File: src/rtl/tmr_pkg.sv
// Shared types and constants for the down-counting timer.
package tmr_pkg;
    // Control nibble; field order follows the written bit positions (bit3..bit0).
    typedef struct packed {
        logic run;        // bit 3: counter advances
        logic pin_timer;  // bit 2: shared pin carries timer output
        logic ext_src;    // bit 1: tick from external pin
        logic slow;       // bit 0: internal tick divided by 2**PRE_W
    } tmr_mode_t;

    localparam int MODE_W = $bits(tmr_mode_t);
endpackage

File: src/rtl/tmr_prescale.sv
// Free-running prescaler: emits a one-cycle pulse every 2**PRE_W clocks.
// Assumes: clk is the system clock; rst_n synchronous active-low.
module tmr_prescale #(
    parameter int PRE_W = 6
) (
    input  logic clk,
    input  logic rst_n,
    output logic tick
);
    localparam logic [PRE_W-1:0] WRAP = '1;

    logic [PRE_W-1:0] div_q;

    // Advance the free-running divider every clock.
    always_ff @(posedge clk) begin
        if (!rst_n) div_q <= '0;
        else        div_q <= div_q + 1'b1;
    end

    assign tick = (div_q == WRAP);

    // a prescaler pulse never lasts more than one cycle.
    p_div_gap_r2: assert property (@(posedge clk) disable iff (!rst_n)
        tick |=> !tick);
endmodule

File: src/rtl/tmr_ext_edge.sv
// Synchronizes an asynchronous pin through STAGES flops and flags rising edges.
// Assumes: the pin stays stable for at least one clock per level.
module tmr_ext_edge #(
    parameter int STAGES = 2
) (
    input  logic clk,
    input  logic rst_n,
    input  logic pin,
    output logic rise
);
    logic [STAGES:0] sh_q;

    // Shift the pin through the synchronizer plus one history flop.
    always_ff @(posedge clk) begin
        if (!rst_n) sh_q <= '0;
        else        sh_q <= {sh_q[STAGES-1:0], pin};
    end

    assign rise = sh_q[STAGES-1] & ~sh_q[STAGES];

    // one rising edge yields a single-cycle pulse.
    p_edge_single_r3: assert property (@(posedge clk) disable iff (!rst_n)
        rise |=> !rise);
endmodule

File: src/rtl/tmr_downcount.sv
// Reloadable down-counter whose output toggles on every reload.
// Assumes: tick is a one-cycle enable already gated by the run bit.
module tmr_downcount #(
    parameter int CNT_W = 8
) (
    input  logic             clk,
    input  logic             rst_n,
    input  logic             run,
    input  logic             tick,
    input  logic             reload_we,
    input  logic [CNT_W-1:0] reload_wdata,
    output logic             wave
);
    logic [CNT_W-1:0] cnt_q;
    logic [CNT_W-1:0] rel_q;

    // Capture the reload value whenever it is written.
    always_ff @(posedge clk) begin
        if (!rst_n)         rel_q <= '0;
        else if (reload_we) rel_q <= reload_wdata;
    end

    // Preset while stopped, else count down, reload and toggle at zero.
    always_ff @(posedge clk) begin
        if (!rst_n) begin
            cnt_q <= '0;
            wave  <= 1'b0;
        end else if (!run) begin
            if (reload_we) cnt_q <= reload_wdata;
        end else if (tick) begin
            if (cnt_q == '0) begin
                cnt_q <= rel_q;
                wave  <= ~wave;
            end else begin
                cnt_q <= cnt_q - 1'b1;
            end
        end
    end

    // stopped and unwritten, the state is frozen.
    p_hold_r5: assert property (@(posedge clk) disable iff (!rst_n)
        (!run && !reload_we) |=> ($stable(cnt_q) && $stable(wave)));
    // a tick at zero flips the output.
    p_toggle_r6: assert property (@(posedge clk) disable iff (!rst_n)
        (run && tick && cnt_q == '0) |=> (wave != $past(wave)));
    // without a tick the output never changes.
    p_no_tick_r6: assert property (@(posedge clk) disable iff (!rst_n)
        !(run && tick) |=> $stable(wave));
    // a stopped reload write presets the counter.
    p_preset_r7: assert property (@(posedge clk) disable iff (!rst_n)
        (!run && reload_we) |=> (cnt_q == $past(reload_wdata)));
endmodule

File: src/rtl/pulse_timer.sv
// Top: control nibble, tick source selection and shared output pin multiplexer.
// Assumes: gen_wave_in is synchronous to clk; ext_clk_in may be asynchronous.
module pulse_timer #(
    parameter int CNT_W  = 8,
    parameter int PRE_W  = 6,
    parameter int STAGES = 2
) (
    input  logic             clk,
    input  logic             rst_n,
    input  logic             mode_we,
    input  logic [3:0]       mode_wdata,
    input  logic             reload_we,
    input  logic [CNT_W-1:0] reload_wdata,
    input  logic             ext_clk_in,
    input  logic             gen_wave_in,
    output logic             shared_out
);
    import tmr_pkg::*;

    tmr_mode_t mode_q;
    logic      div_tick;
    logic      ext_rise;
    logic      base_tick;
    logic      cnt_tick;
    logic      wave;

    // Hold the write-only control nibble.
    always_ff @(posedge clk) begin
        if (!rst_n)       mode_q <= '0;
        else if (mode_we) mode_q <= tmr_mode_t'(mode_wdata[MODE_W-1:0]);
    end

    tmr_prescale #(.PRE_W(PRE_W)) u_pre (
        .clk (clk), .rst_n (rst_n), .tick (div_tick)
    );

    tmr_ext_edge #(.STAGES(STAGES)) u_ext (
        .clk (clk), .rst_n (rst_n), .pin (ext_clk_in), .rise (ext_rise)
    );

    // Pick the tick source and gate it with run.
    always_comb begin
        base_tick = mode_q.slow ? div_tick : 1'b1;
        cnt_tick  = mode_q.run & (mode_q.ext_src ? ext_rise : base_tick);
    end

    tmr_downcount #(.CNT_W(CNT_W)) u_cnt (
        .clk          (clk),
        .rst_n        (rst_n),
        .run          (mode_q.run),
        .tick         (cnt_tick),
        .reload_we    (reload_we),
        .reload_wdata (reload_wdata),
        .wave         (wave)
    );

    // Route timer or generator waveform to the shared pin.
    assign shared_out = mode_q.pin_timer ? wave : gen_wave_in;

    // the cycle after reset the generator owns the pin.
    p_reset_sel_r1: assert property (@(posedge clk)
        (rst_n && $past(!rst_n)) |-> (shared_out == gen_wave_in));
    // a captured control write is visible on the next cycle.
    p_mode_load_r8: assert property (@(posedge clk) disable iff (!rst_n)
        mode_we |=> (mode_q == $past(mode_wdata)));
endmodule

File: config.mk
export PLATFORM = sky130hd
export DESIGN_NAME = pulse_timer
export DESIGN_NICKNAME = d
export VERILOG_FILES = /design/src/rtl/tmr_pkg.sv /design/src/rtl/tmr_prescale.sv /design/src/rtl/tmr_ext_edge.sv /design/src/rtl/tmr_downcount.sv /design/src/rtl/pulse_timer.sv
export SDC_FILE = /design/constraint.sdc
export NUM_CORES = 1
export LEC_CHECK = 0
export BUFFER_PORTS_ARGS = -buffer_cell sky130_fd_sc_hd__buf_4
export CORE_MARGIN = 2
export CORE_UTILIZATION = 42
export DETAILED_ROUTE_END_ITERATION = 8
export PLACE_DENSITY_LB_ADDON = 0.25
export SKIP_CTS_REPAIR_TIMING = 1
export SLEW_MARGIN = 15
export SYNTH_ARGS = -nofsm -noshare
export SYNTH_HDL_FRONTEND = slang
export SYNTH_SLANG_ARGS = --single-unit
export TNS_END_PERCENT = 20
File: constraint.sdc
create_clock -name clk -period 3.9 [get_ports clk]
set_clock_uncertainty 0.1 [all_clocks]
set_input_delay 0.78 -clock clk [delete_from_list [all_inputs] [get_ports clk]]
set_output_delay 0.78 -clock clk [all_outputs]
set_load 0.03 [all_outputs]
After elaboration in Yosys (flattened, before gate mapping)
Cells that the tools add are included.
{"block": "classes", "eq_ne": 2, "n_bitwise": 4, "n_reduce_logical": 4, "n_addsub": 2, "n_mux": 7}
{"cell": "$mux W8", "count": 4}
{"cell": "$logic_not A8 Y1", "count": 1}
{"cell": "$sub A8 B1 Y8 const B", "count": 1}
{"cell": "$add A6 B1 Y6 const B", "count": 1}
{"cell": "$eq A6 B6 Y1 const B", "count": 1}
{"cell": "$mux W1", "count": 3}
{"cell": "$reduce_and A3 Y1", "count": 1}
{"cell": "$and A1 B1 Y1", "count": 2}
{"cell": "$ne A2 B1 Y1 const B", "count": 1}
{"cell": "$not A1 Y1", "count": 2}
{"cell": "$reduce_and A2 Y1", "count": 1}
{"cell": "$reduce_bool A2 Y1", "count": 1}
{"block": "word_totals", "input_bits": 18, "reg_bits": 30}

Longest topological paths before layout
{"block": "logic_depth", "word_depth": 6, "ltp_mapped": 7}

Modules after synthesis
A second synthesis with hierarchy kept.
{"block": "hier_totals", "hier_cells": 147, "area_unflattened_um2": 1435.1}
{"module": "tmr_downcount", "area_each_um2": 912.1, "seq_area_each_um2": 340.3, "n_inst": 1, "cells_each": 98}
{"module": "tmr_prescale", "area_each_um2": 242.7, "seq_area_each_um2": 120.1, "n_inst": 1, "cells_each": 24}
{"module": "pulse_timer", "area_each_um2": 187.7, "seq_area_each_um2": 80.1, "n_inst": 1, "cells_each": 18}
{"module": "tmr_ext_edge", "area_each_um2": 92.6, "seq_area_each_um2": 60.1, "n_inst": 1, "cells_each": 7}

Worst setup path before layout
No wires, ideal clock.
{"block": "synth_path", "path_kind": "input to output", "from": "input gen_wave_in", "to": "output shared_out", "required_time_ns": 3.020, "path_stages": 1, "slack_ns": 1.911, "arrival_ns": 1.109, "path_cell_list": "mux2_2"}
{"block": "synth_between", "elab_chain_cells": 1}
{"item": "from (decl)", "line": "pulse_timer.sv:15", "rtl": "input logic gen_wave_in,"}
{"item": "$mux W1", "line": "pulse_timer.sv:58", "rtl": "assign shared_out = mode_q.pin_timer ? wave : gen_wave_in;"}
{"item": "to (decl)", "line": "pulse_timer.sv:16", "rtl": "output logic shared_out"}
Every way passes these cells.

Worst setup path after layout
{"block": "layout_path", "from": "register mode_q[3] (netlist name)", "to": "register u_cnt.cnt_q[3]"}
{"block": "layout_between", "elab_chain_cells": 3}
{"item": "from (decl)", "line": "pulse_timer.sv:20", "rtl": "tmr_mode_t mode_q;"}
{"item": "from (signal assigned)", "line": "pulse_timer.sv:30", "rtl": "else if (mode_we) mode_q <= tmr_mode_t'(mode_wdata[MODE_W-1:0]);"}
{"item": "$and A1 B1 Y1", "line": "pulse_timer.sv:44", "rtl": "cnt_tick = mode_q.run & (mode_q.ext_src ? ext_rise : base_tick);"}
{"item": "$ne A2 B1 Y1 (no source line)"}
{"item": "$reduce_and A2 Y1 (no source line)"}
{"item": "to (signal assigned)", "line": "tmr_downcount.sv:29", "rtl": "if (reload_we) cnt_q <= reload_wdata;"}
{"item": "to (signal assigned)", "line": "tmr_downcount.sv:32", "rtl": "cnt_q <= rel_q;"}
{"item": "to (signal assigned)", "line": "tmr_downcount.sv:35", "rtl": "cnt_q <= cnt_q - 1'b1;"}
{"item": "to (decl)", "line": "tmr_downcount.sv:14", "rtl": "logic [CNT_W-1:0] cnt_q;"}
Several ways; a longest one is shown, not always the timed one.
A chain may end at the register's enable or synchronous reset.

==> flow_metrics.py <==
metrics = {
    "outcome": {
        "status": "completed",
    },
    "cts": {
        "cts_tree": "done",
        "clk_latency_ns": 0.33,
        "cts.sinks": 30,
        "numCtsBuffers": 5,
        "path_clk_slew_ns": 0.10,
        "clockBufferDepth": 2,
        "h-tree-depth": 2,
        "cts-root-buf": "clkbuf_4",
    },
    "synthesis": {
        "synthMuxAreaShare_pct": 11.8,
        "yosys.area_share.simple_pct": 23.5,
        "synth_cell_type_count": 40,
        "ys_warn_count": 0,
        "synthCells": 158,
        "yosysTopAreaCell": "dfxtp_1",
        "ys_seq_area_share_pct": 41.1,
        "synthArstFlopShare_pct": 0,
        "synth.avg_cell_area_um2": 9.24,
        "synth_adder_area_share_pct": 2.57,
        "synth_nets": 179,
        "netlist_area_um2": 1460,
        "ys.flop_type": "dfxtp_1",
        "ys_seq_elements": 30,
        "synth_compound_area_share_pct": 14.1,
        "yosys.area_share.xor_xnor_pct": 3.60,
        "synth_top_area_share_pct": 41.1,
        "ys_top_cells_by_area": "dfxtp_1 41%, mux2i_1 10%, nor2b_1 6.0%",
        "synth_top_family_by_area": "simple AND/OR/NAND/NOR gates",
        "synth-edff-count": 0,
    },
    "global_routing": {
        "grt_pass1_vias": 1188,
        "track_usage_pct": 16.1,
        "grt_max_degree": 34,
        "antenna_found_initial": 0,
        "overflow": 0,
        "grt_pass1_wl_um": 5020,
    },
    "finish": {
        "fill_cells": 351,
        "antenna_cells": 0,
        "regArea_um2": 601,
        "multi_input_area_um2": 811,
        "final_common_cell": "dfxtp_1",
        "area_growth_pct": 15.9,
        "nets": 196,
        "drive_gt1_share_pct": 20.5,
        "layout_common_cells": "30 x dfxtp_1, 18 x buf_4, 15 x mux2i_1, 14 x nor2b_1, 13 x nand2_1",
    },
    "floorplanning": {
        "die_h_um": 63.0,
        "fp.dieArea_um2": 3960,
        "start_util_pct": 43.8,
        "io_pins": 19,
        "rows": 21,
        "die_x_um": 63.0,
        "core-area_um2": 3340,
    },
    "critical_path": {
        "cp-start-kind": "flip-flop",
        "cp.required_ns": 4.02,
        "crit_chain": "inv_1 -> or4_4 -> nand3_2 -> nand2_1 -> a32o_1",
        "worstSetupPathType": "flip-flop to flip-flop",
        "cp_max_fo": 16,
        "crit_family": "simple AND/OR/NAND/NOR gates",
        "startpoint": "mode_q[3]",
        "cp.arrival_ns": 2.37,
        "cp.buffers_inverters": 1,
        "reg2reg_from": "mode_q[3]",
        "endpoint_kind": "flip-flop",
        "crit_slowest_cell": "or4_4",
        "slowest_delay_ns": 0.59,
    },
    "detailed_routing": {
        "vias": 1193,
        "detail-route-antenna-nets": 0,
        "drt-initial-drc-count": 39,
        "wire_per_inst_um": 13.0,
        "routed_wl_um": 2900,
        "vias_per_cell": 5.37,
        "dr.pass1.iters": 4,
        "drc": 0,
    },
    "sta": {
        "min_period_over_period_pct": 57.5,
        "fin_tns_setup_ns": 0,
        "worst_pin_slew_ns": 0.541,
        "max_freq_ghz": 0.446,
        "hold_viol": 0,
        "slew_headroom_pct": 63.8,
        "post-route-min-period_ns": 2.24,
        "rsz0062_at_grt": "false",
        "setup_violations": 0,
        "maxSlewViolCount": 0,
        "holdWs_ns": 0.341,
    },
    "placed_design": {
        "dpl.hpwl_um": 2080,
        "gp_congestion": 0.864,
        "io_buffers": 18,
    },
    "flow_run": {
        "maxCapViolations": 0,
    },
    "power": {
        "vdd.ir_drop.worst_uv": 191,
        "leakage_nw": 0.718,
        "power.density_nw_per_um2": 421,
    },
    "hold_path": {
        "hp-class": "flip-flop to flip-flop",
        "hold_start": "u_ext.sh_q[0]",
    },
}
[cell type report]
type / count / area share (%)
clock buffers: 5 / 2.22
clock inverters: 3 / 2.37
inverters: 3 / 0.665
multi-input cells: 117 / 47.9
flip-flops and latches: 30 / 35.5
well taps: 46 / 3.40
repair buffers: 18 / 7.98
[final timing paths]
kind	end	cells past startpoint	slack [ns]
max	u_cnt.cnt_q[3]	5	1.66
min	u_ext.sh_q[1]	1	0.34
max reg2reg	u_cnt.cnt_q[3]	5	1.66
min reg2reg	u_ext.sh_q[1]	1	0.34
[cell usage after synthesis, types with 2 or more instances]
cell type,number
nor2_1,5
mux2i_1,15
nand2_1,13
a21oi_1,5
xor2_1,2
a31oi_1,6
o21ai_1,5
o211ai_1,2
dfxtp_1,30
nor2b_1,14
mux2_2,2
nand3_1,2
xnor2_1,4
nor3_1,5
o21ai_0,5
clkbuf_1,7
nand3_2,2
inv_1,3
ha_1,3
and2_1,8
[logic make-up (layout without fill, tap and decap cells)]
kind of cell | count (synthesis) | in the layout
compound gates | 32 | 32
xor+xnor | 6 | 6
fa+ha+maj | 3 | 3
buf+inv | 11 | 29
flops | 30 | 30
mux | 17 | 17
simple gates | 59 | 59
[registers in the layout (all words and copies together), names as in the netlist]
name and count:
u_cnt.wave 1, mode_q 4, u_ext.sh_q 3, u_cnt.cnt_q 8, u_pre.div_q 6, u_cnt.rel_q 8
[report_power, final]
part	internal, mW	leakage [nW]	switching (mW)	total, mW
clock	0.133	0.0450	0.107	0.239
combinational	0.0609	0.426	0.0660	0.127
sequential	0.326	0.247	0.0200	0.346
total	0.520	0.718	0.193	0.713
[metal layers]
metal	part of all wire (%)	global-route usage (%)	routed length [um]	up-vias
met5	0	0	0	-
met4	2.5	7.50	72	0
met2	49	27.5	1430	36
li1	-	-	-	590
met3	5.3	5.41	153	8
met1	43	17.9	1240	559
[worst reg2reg max path, delay by kind of cell, from the launching register on]
kind                   cells  cell delay, ns
AND/OR/NAND/NOR            3            0.94
flip-flops                 1            0.54
buffers and inverters      1            0.29
AO/OA/AOI/OAI              1            0.27
[through the flow]
step / cells / setup slack (ns) / power [mW] / utilization (%) / cell area, um^2
floorplan: 158 / 1.91 / 0.443 / - / 1460
global placement: 214 / 1.73 / 0.473 / 48.4 / 1620
detailed placement: 214 / 1.68 / 0.480 / 48.4 / 1620
CTS: 222 / 1.66 / 0.724 / 50.7 / 1690
global route: 222 / 1.51 / 0.754 / 50.7 / 1690
finish: 222 / 1.66 / 0.713 / 50.7 / 1690
(Power assumes the default switching activity.)
